===== config.mk =====
export PLATFORM = sky130hd
export DESIGN_NAME = phstep_top
export DESIGN_NICKNAME = d
export VERILOG_FILES = /design/src/rtl/phstep_pkg.sv /design/src/rtl/phstep_strobe.sv /design/src/rtl/phstep_sdm.sv /design/src/rtl/phstep_acc.sv /design/src/rtl/phstep_top.sv
export SDC_FILE = /design/constraint.sdc
export NUM_CORES = 1
export LEC_CHECK = 0
export ABC_CLOCK_PERIOD_IN_PS = 5230
export BUFFER_PORTS_ARGS = -buffer_cell sky130_fd_sc_hd__buf_2
export CORE_MARGIN = 8
export CORE_UTILIZATION = 25
export CTS_BUF_LIST = sky130_fd_sc_hd__clkbuf_8
export DETAILED_ROUTE_END_ITERATION = 10
export GPL_TIMING_DRIVEN = 0
export PLACE_DENSITY = 0.38
export SLEW_MARGIN = 10
export SYNTH_ARGS = -nofsm -noshare
export SYNTH_HDL_FRONTEND = slang
export SYNTH_SLANG_ARGS = --single-unit
export TNS_END_PERCENT = 100

===== constraint.sdc =====
create_clock -name clk -period 5.23 [get_ports clk]
set_clock_uncertainty 0.2 [all_clocks]
set_input_delay 0.2615 -clock clk [delete_from_list [all_inputs] [get_ports clk]]
set_output_delay 0.2615 -clock clk [all_outputs]
set_load 0.01 [all_outputs]

===== src/rtl/phstep_pkg.sv =====
package phstep_pkg;
    localparam int CODE_W  = 8;
    localparam int SIZE_W  = 4;
    localparam int SWORD_W = SIZE_W + 1;

    typedef logic [CODE_W-1:0]         code_t;
    typedef logic [SIZE_W-1:0]         ssize_t;
    typedef logic signed [SWORD_W-1:0] sword_t;

    typedef enum logic [1:0] {DIR_HOLD, DIR_UP, DIR_DOWN} dir_e;

    typedef struct packed {
        logic req;
        dir_e dir;
    } sd_dec_t;

    function automatic int unsigned strobe_div(bit dedicated);
        return dedicated ? 2 : 6;
    endfunction

    function automatic sword_t signed_step(sd_dec_t d, ssize_t s);
        sword_t mag;
        mag = sword_t'({1'b0, s});
        if (!d.req)             return '0;
        else if (d.dir == DIR_UP)   return mag;
        else if (d.dir == DIR_DOWN) return -mag;
        else                        return '0;
    endfunction

    function automatic code_t sext_step(sword_t w);
        return code_t'({{(CODE_W-SWORD_W){w[SWORD_W-1]}}, w});
    endfunction
endpackage


===== src/rtl/phstep_strobe.sv =====
module phstep_strobe #(
    parameter int DIV = 6
) (
    input  logic clk,
    input  logic rst,
    output logic stb
);
    localparam int CNT_W = (DIV > 1) ? $clog2(DIV) : 1;

    generate
        if (DIV <= 1) begin : g_every
            assign stb = 1'b1;
        end else begin : g_count
            logic [CNT_W-1:0] cnt;
            always_ff @(posedge clk) begin
                if (rst)                          cnt <= '0;
                else if (cnt == CNT_W'(DIV - 1))  cnt <= '0;
                else                              cnt <= cnt + 1'b1;
            end
            assign stb = (cnt == CNT_W'(DIV - 1));


            strobe_gap_chk: assert property (@(posedge clk) disable iff (rst)
                stb |=> !stb);
        end
    endgenerate
endmodule


===== src/rtl/phstep_sdm.sv =====
module phstep_sdm
    import phstep_pkg::*;
#(
    parameter int CTRL_W = 16
) (
    input  logic                     clk,
    input  logic                     rst,
    input  logic                     stb,
    input  logic signed [CTRL_W-1:0] ctrl,
    output sd_dec_t                  dec
);
    logic [CTRL_W-1:0] acc;
    logic [CTRL_W-1:0] mag;
    logic [CTRL_W:0]   sum;

    always_comb begin
        mag = ctrl[CTRL_W-1] ? CTRL_W'(-ctrl) : CTRL_W'(ctrl);
        sum = {1'b0, acc} + {1'b0, mag};
        dec.req = sum[CTRL_W];
        if (!sum[CTRL_W])     dec.dir = DIR_HOLD;
        else if (ctrl > 0)    dec.dir = DIR_DOWN;
        else                  dec.dir = DIR_UP;
    end

    always_ff @(posedge clk) begin
        if (rst)      acc <= '0;
        else if (stb) acc <= sum[CTRL_W-1:0];
    end


    zero_ctrl_chk: assert property (@(posedge clk) disable iff (rst)
        (stb && ctrl == '0) |=> $stable(acc));
endmodule


===== src/rtl/phstep_acc.sv =====
module phstep_acc
    import phstep_pkg::*;
(
    input  logic    clk,
    input  logic    rst,
    input  logic    stb,
    input  sd_dec_t dec,
    input  ssize_t  step_size,
    output code_t   phase,
    output sword_t  delta
);
    always_comb delta = signed_step(dec, step_size);

    always_ff @(posedge clk) begin
        if (rst)      phase <= '0;
        else if (stb) phase <= phase + sext_step(delta);
    end


    no_move_chk: assert property (@(posedge clk) disable iff (rst)
        (stb && step_size == '0) |=> $stable(phase));
endmodule


===== src/rtl/phstep_top.sv =====
module phstep_top
    import phstep_pkg::*;
#(
    parameter int CTRL_W         = 16,
    parameter bit DEDICATED_PORT = 1'b0
) (
    input  logic                     clk,
    input  logic                     rst,
    input  logic signed [CTRL_W-1:0] ctrl_word,
    input  logic [3:0]               step_size,
    output logic [7:0]               pi_code,
    output logic                     pi_wr,
    output logic signed [4:0]        step_word
);
    localparam int DIV = strobe_div(DEDICATED_PORT);

    logic    stb;
    sd_dec_t dec;
    code_t   phase;
    sword_t  delta;

    phstep_strobe #(.DIV(DIV)) u_stb (.clk(clk), .rst(rst), .stb(stb));

    phstep_sdm #(.CTRL_W(CTRL_W)) u_sdm (
        .clk(clk), .rst(rst), .stb(stb), .ctrl(ctrl_word), .dec(dec));

    phstep_acc u_acc (
        .clk(clk), .rst(rst), .stb(stb), .dec(dec),
        .step_size(step_size), .phase(phase), .delta(delta));

    always_ff @(posedge clk) begin
        if (rst) begin
            pi_code   <= '0;
            pi_wr     <= 1'b0;
            step_word <= '0;
        end else begin
            pi_wr <= stb;
            if (stb) begin
                pi_code   <= phase;
                step_word <= delta;
            end
        end
    end


    pos_dir_chk: assert property (@(posedge clk) disable iff (rst)
        (stb && ctrl_word > 0) |=> step_word <= 0);

    neg_dir_chk: assert property (@(posedge clk) disable iff (rst)
        (stb && ctrl_word < 0) |=> step_word >= 0);

    code_chain_chk: assert property (@(posedge clk) disable iff (rst)
        pi_wr |-> phase == code_t'(pi_code + sext_step(step_word)));

    hold_chk: assert property (@(posedge clk) disable iff (rst)
        !pi_wr |-> ($stable(pi_code) && $stable(step_word)));

    pulse_chk: assert property (@(posedge clk) disable iff (rst)
        (DIV > 1 && pi_wr) |=> !pi_wr);
endmodule


==> results of run 1 <==
==> cell usage after synthesis (8+ instances only) <==
library cell / instances
o21ai_0: 8
nand2_1: 56
dfxtp_1: 41
clkbuf_1: 11
xnor2_1: 23
nor3_1: 9
a211oi_1: 9
a21oi_1: 38
ha_1: 27
inv_1: 11
nand3_1: 9
or3_1: 8
nor2_1: 27
==> layout by cell type, fill, tap and decap left out, types with 3 or more instances in the layout <==
master,netlist,routed
a21oi_1,38,37
a21oi_2,2,3
o21bai_1,4,4
buf_2,0,34
a211o_1,3,3
clkbuf_8,1,6
nand2_2,2,3
a31oi_1,3,3
o21ai_0,8,8
a311o_1,3,3
ha_1,27,27
xor2_1,4,4
clkbuf_1,11,11
nand4_1,4,4
or4_1,3,3
a211oi_1,9,8
o31ai_1,3,3
and3_1,3,3
xnor2_1,23,23
buf_6,4,4
o21ai_1,7,6
o211ai_1,4,4
nand2_1,56,55
inv_1,11,12
nand3_1,9,9
dfxtp_1,41,41
or3_1,8,8
nor2_1,27,25
a21o_1,7,7
nand2b_1,3,3
nor3_1,9,9
==> through the flow <==
step	total power, mW	utilization	cells	instance area, µm²	setup WS, ns
after floorplan	0.426	-	375	2990	0.459
after global placement	0.468	0.283	556	3340	-0.418
after detailed placement	0.470	0.283	556	3340	-0.394
after CTS	0.698	0.291	564	3430	0.0727
after global routing	0.727	0.296	566	3490	0.00415
final	0.686	0.296	566	3490	0.254
==> per-layer routing <==
metal  track usage  wire length [µm]  vias to the layer above
met1         0.155              4700                     1308
met3        0.0242               400                       10
met4        0.0358               140                        0
met5             0                 0                        -
li1              -                 -                     1447
met2         0.198              4190                       63
==> critical path, delay by kind of cell <==
family / cells / cell delay, ns
compound gates: 7 / 1.51
xor+xnor: 1 / 0.12
fa+ha+maj: 2 / 0.65
simple gates: 9 / 2.16
buf+inv: 2 / 0.29
==> flip-flops by register name, summed over array words and instances (netlist names) <==
register / cells
u_stb.g_count.cnt: 3
pi_code: 8
step_word: 5
u_sdm.acc: 16
pi_wr: 1
u_acc.phase: 8
==> repair_timing <==
action,in CTS,in global routing
pin swaps,0,3
buffers inserted,0,2
hold buffers,0,0
resized for setup,1,11
setup endpoints to repair,2,3
==> path summary, 6_finish.rpt <==
check,from,endpoint,slack (ns),depth (start not counted)
setup / recovery,ctrl_word[4],u_acc.phase[6],0.25,21
setup reg to reg,u_sdm.acc[0],u_acc.phase[6],1.17,16
hold reg to reg,step_word[0],step_word[0],0.26,2
hold / removal,rst,u_sdm.acc[2],0.15,3
==> layout make-up <==
class                   instances  area, µm²
plain buffers                  16        100
inverters                      13       48.8
multi-input cells             305       2070
fillers                      1336       8320
flip-flops and latches         41        821
clock buffers                   5       68.8
well taps                     147        184
repair buffers                 36        185
clock inverters                 3       18.8
==> where the power goes <==
| part | internal (mW) | switching [mW] | total [mW] |
|---|---|---|---|
| sequential | 0.320 | 0.00656 | 0.326 |
| clock | 0.0924 | 0.126 | 0.218 |
| combinational | 0.0558 | 0.0852 | 0.141 |
==> logic make-up (layout without fill, tap and decap cells) <==
logic type	count (synthesis)	in the layout	share of synthesized area
adder cells (fa/ha/maj)	29	29	0.127
XOR/XNOR	27	27	0.0792
buffers and inverters	29	73	0.0499
multiplexers	1	1	0.00335
AND/OR/NAND/NOR	138	138	0.220
flip-flops	41	41	0.275
AO/OA/AOI/OAI	110	110	0.246
==> qor.txt, run 1 <==
Yosys top cell by area: dfxtp_1
Synth Instances: 375
Clk Latency, worst-skew pair: 0.31 ns
Vias in the first global route: 2936
Clock Tree Buf Depth: 2
Worst hold path class: primary input to flop
Area contributors post-synth: dfxtp_1 27%, ha_1 11%, nand2_1 7.0%, xnor2_1 6.7%, a21oi_1 6.4%
Max-Cap Viols: 0
Die Height: 125 µm
Slew Limit Headroom: 0.572
Port Buffers: 34
Highest-delay cell along the critical path: or4_1
Synthesized net count: 426
Max-slew violations: 0
Largest net degree at the start of global routing: 14
Reg clk slew, reported paths: 0.10 ns
Syn-to-layout area delta: 17.0%
Data required, critical path: 5.23 ns
Hold slack: 0.149 ns
Fin. Hold Viols: 0
RSZ-0062 raised after global routing: no
DRC: 0
I/O pin total: 36
Crit. End Element: flop
Routed WL: 9430 µm
FF+latch count, synth: 41
Crit path time final: 4.98 ns
Worst-margin pin slew: 0.641 ns
Vias per inst: 5.00
TritonCTS clock tree: done
Initial antenna violation count: 0
Critical path, cell by cell: buf_2 -> nor4_4 -> nand2_1 -> or2_1 -> or4_1 -> o21ai_2 -> xnor2_1 -> ha_1 -> nand2_1 -> or4_1 -> a211o_1 -> and2_4 -> buf_6 -> nor2_1 -> ha_1 -> a21o_1 -> a21oi_1 -> o21bai_1 -> a21oi_1 -> nor4_1 -> a311o_1
Diodes inserted: 0
Fin nets: 469
Post-DRT Antenna Nets: 0
Distinct cells, synth: 57
# rows: 40
Slowest stage delay, CP: 0.48 ns
Post-synth EDFFs: 0
Root buf cell: clkbuf_8
HPWL Detailed: 7270 µm
Pleak: 1.41 nW
First-pass iteration count of the detailed router: 4
CTS H-tree lvls: 2
Worst vdd ir: 0.0000899 V
Synth Cell Area: 2990 µm²
Total CTS buffers: 5
DIE WIDTH: 125 µm
Startpoint Class: primary input
Status: finished, final reports clean
Crit path max fanout: 10
Period utilisation layout: 0.951
Final GP Congestion: 0.821
Critical path class: primary input to flop
Register area share after synthesis: 0.275
Power per standard cell area: 196 nW/µm²
Top cell type's share of synthesized area: 0.275
Die area: 15700 µm²
Initial DRC Count: 127
Fmax: 0.201 GHz
Syn Area/Cell: 7.96 µm²
Async SR Flop Fraction: 0
Detail-routed net length per standard cell: 16.7 µm
Residual overflow from global routing: 0
Starting Density: 0.253
Share of cells above drive strength 1: 0.165
Total core area: 11800 µm²
CTS sink count: 41
Data arrival time of the worst path: 4.98 ns
GR Util All Layers: 0.120
Setup violations, final: 0
Top FF cell, synth: dfxtp_1
Setup Total Neg Slack: 0 ns
Total number of vias: 2828
First-pass GRT wire length: 15300 µm
Syn. warnings: 0
No activity file was read; power rests on OpenSTA's default activity.
==> inputs of run 2 (changes only) <==
- CTS_CLUSTER_SIZE: unset -> 28
- PLACE_DENSITY: 0.38 -> 0.4
==> run 2 against run 1 <==
Sequential power hardly changed; non-clock buffer count fell by 2; first-iteration DRC count down 15%; sequential share of layout area decreased by 0.17 points; setup slack improved by 0.00088 ns; total power increased by 6.4%.
==> qor.txt, run 2 (same netlist as run 1, synthesis figures left out) <==
Residual overflow from global routing: 0 (unchanged)
Post-CTS Setup Bufs: 0 (unchanged)
Routed WL: 9010 µm (-4.4%)
Port Buffers: 34 (unchanged)
Die Height: 125 µm (unchanged)
Data arrival time of the worst path: 4.98 ns (about the same)
Critical R2R Capture: u_acc.phase[6]
Max-slew violations: 0 (unchanged)
Most frequent cells in the layout: 55 x nand2_1, 41 x dfxtp_1, 37 x a21oi_1
Max reg flops: 16 (unchanged)
Max-Cap Viols: 0 (unchanged)
Reg-to-Reg Start: u_sdm.acc[0]
Sw power: 0.214 mW (-1.9%)
Worst hold path class: primary input to flop
Area of the multi-input gates: 2080 µm² (+0.79%)
Reg2Reg Setup Slack: 1.16 ns (about the same)
Crit path max fanout: 10 (unchanged)
TritonCTS clock tree: done
Fin. Hold Viols: 0 (unchanged)
Initial DRC Count: 108 (-15%)
Fill cells: 1306 (-2.2%)
Setup WS post-layout: 0.255 ns (+0.000885 ns)
Combinational cell fraction of total power: 0.189 (-0.017)
Starting Density: 0.253 (unchanged)
Total core area: 11800 µm² (unchanged)
Power per standard cell area: 207 nW/µm² (+5.6%)
Largest net degree at the start of global routing: 14 (unchanged)
Period utilisation layout: 0.951 (about the same)
Fmax: 0.201 GHz (about the same)
WHS Endpoint: u_sdm.acc[2]
Reg power frac: 0.447 (-0.029)
Diodes inserted: 0 (unchanged)
DIE WIDTH: 125 µm (unchanged)
Slew Limit Headroom: 0.578 (+0.00567)
Vias in the first global route: 2857 (-2.7%)
Total CTS buffers: 5 (unchanged)
Top flop regs: u_sdm.acc: 16 flops, pi_code: 8 flops, u_acc.phase: 8 flops
Crit path time final: 4.98 ns (-0.000885 ns)
Die area: 15700 µm² (unchanged)
Final GP Congestion: 0.815 (-0.73%)
Pint: 0.516 mW (+10%)
# rows: 40 (unchanged)
Clk Latency, worst-skew pair: 0.30 ns (about the same)
Hold path cells: 3 (unchanged)
Seq. cell area: 821 µm² (unchanged)
DRC: 0 (unchanged)
Syn-to-layout area delta: 17.9%
Share of cells above drive strength 1: 0.161 (-0.00401)
First-pass GRT wire length: 14800 µm (-3.0%)
Worst vdd ir: 0.0000837 V (-6.9%)
Crit. End Element: flop
Clock Tree Buf Depth: 2 (unchanged)
Data required, critical path: 5.23 ns (about the same)
Hold slack: 0.144 ns (-0.00476 ns)
HPWL Detailed: 7020 µm (-3.4%)
Setup Total Neg Slack: 0 ns (unchanged)
Clock Power Share: 0.364 (+0.045)
I/O pin total: 36 (unchanged)
Initial antenna violation count: 0 (unchanged)
RSZ-0062 raised after global routing: no
Commonest non-fill, non-tap cell in the layout: nand2_1
Reg2Reg Depth: 16 (unchanged)
Total number of vias: 2832 (+0.14%)
Vias per inst: 5.02 (+0.50%)
Fin nets: 467 (-0.43%)
Root buf cell: clkbuf_8
Status: finished, final reports clean
Worst-margin pin slew: 0.633 ns (-0.00850 ns)
Final Power: 0.730 mW (+6.4%)
Critical hold path startpoint: rst
Dpl ws: -0.432 ns (-0.0381 ns)
GR Util All Layers: 0.116 (-0.00467)
Post-layout util: 0.298 (+0.00212)
Sw Ratio: 0.293 (-0.0249)
Startpoint Class: primary input
First-pass iteration count of the detailed router: 4 (unchanged)
# hold bufs at CTS: 0 (unchanged)
Reg clk slew, reported paths: 0.10 ns (about the same)
CTS sink count: 41 (unchanged)
Setup violations, final: 0 (unchanged)
Biggest register: u_sdm.acc
Pleak: 1.42 nW (+0.47%)
Detail-routed net length per standard cell: 16.0 µm (-4.1%)
CTS H-tree lvls: 2 (unchanged)
Post-DRT Antenna Nets: 0 (unchanged)
Critical path class: primary input to flop
[run 2: changes by cell type in the layout (fill, tap and decap cells not counted), sizes merged]
cell,previous run,this run
buf,40,38
bufinv,0,1
clkinv,1,2
clkinvlp,2,0
[run 2: worst max path at each step]
stage,startpoint,endpoint,slack [ns]
final,ctrl_word[5],u_acc.phase[6],0.25
after floorplan,ctrl_word[5],u_acc.phase[6],0.46
after CTS,ctrl_word[5],u_acc.phase[7],0.02
after global placement,ctrl_word[5],u_acc.phase[7],-0.41
after detailed placement,ctrl_word[5],u_acc.phase[7],-0.43
after global routing,ctrl_word[5],u_acc.phase[7],0.02
[run 2: through the flow]
stage          instance area, µm²  cells
3_3_place_gp                 3340    556
3_5_place_dp                 3340    556
2_1_floorplan                2990    375
5_1_grt                      3520    564
4_1_cts                      3460    564
6_report                     3520    564
[run 2: power by group through the flow]
stage	combinational, mW	clock [mW]	sequential, mW
2_1_floorplan	0.0946	0	0.331
3_3_place_gp	0.134	0	0.333
3_5_place_dp	0.134	0	0.333
4_1_cts	0.136	0.277	0.326
5_1_grt	0.154	0.288	0.327
6_report	0.138	0.265	0.326
[run 2: final cells by class]
type / instances / share of cell area
Multi-Input combinational cell: 305 / 0.592
Sequential cell: 41 / 0.233
Buffer: 16 / 0.0284
Timing Repair Buffer: 34 / 0.0484
Tap cell: 147 / 0.0523
Clock buffer: 5 / 0.0196
Inverter: 13 / 0.0139
Clock inverter: 3 / 0.0121
[run 2: critical path, stage by stage]
cell	delay, ns
buf_2	0.13
nor4_4	0.35
nand2_1	0.11
or2_1	0.27
or4_1	0.46
o21ai_1	0.17
xnor2_1	0.12
ha_1	0.37
nand2_1	0.10
or4_1	0.49
a211o_1	0.32
and2_4	0.20
buf_6	0.14
nor2_1	0.09
ha_1	0.22
fa_1	0.25
a21o_1	0.12
a21oi_1	0.09
o21bai_1	0.15
a21oi_1	0.10
and4_1	0.20
a311o_1	0.26
[run 2: what timing repair did]
| action | CTS | global route |
|---|---|---|
| gates resized for setup | 1 | 11 |
| setup endpoints to repair | 2 | 2 |
| pin swaps | 0 | 0 |
[run 2: per-layer routing]
metal | track usage | vias to the layer above | wire [µm]
met5 | 0 | - | 0
met4 | 0.0430 | 0 | 211
met2 | 0.180 | 65 | 3880
met3 | 0.0276 | 13 | 474
li1 | - | 1453 | -
met1 | 0.152 | 1301 | 4450
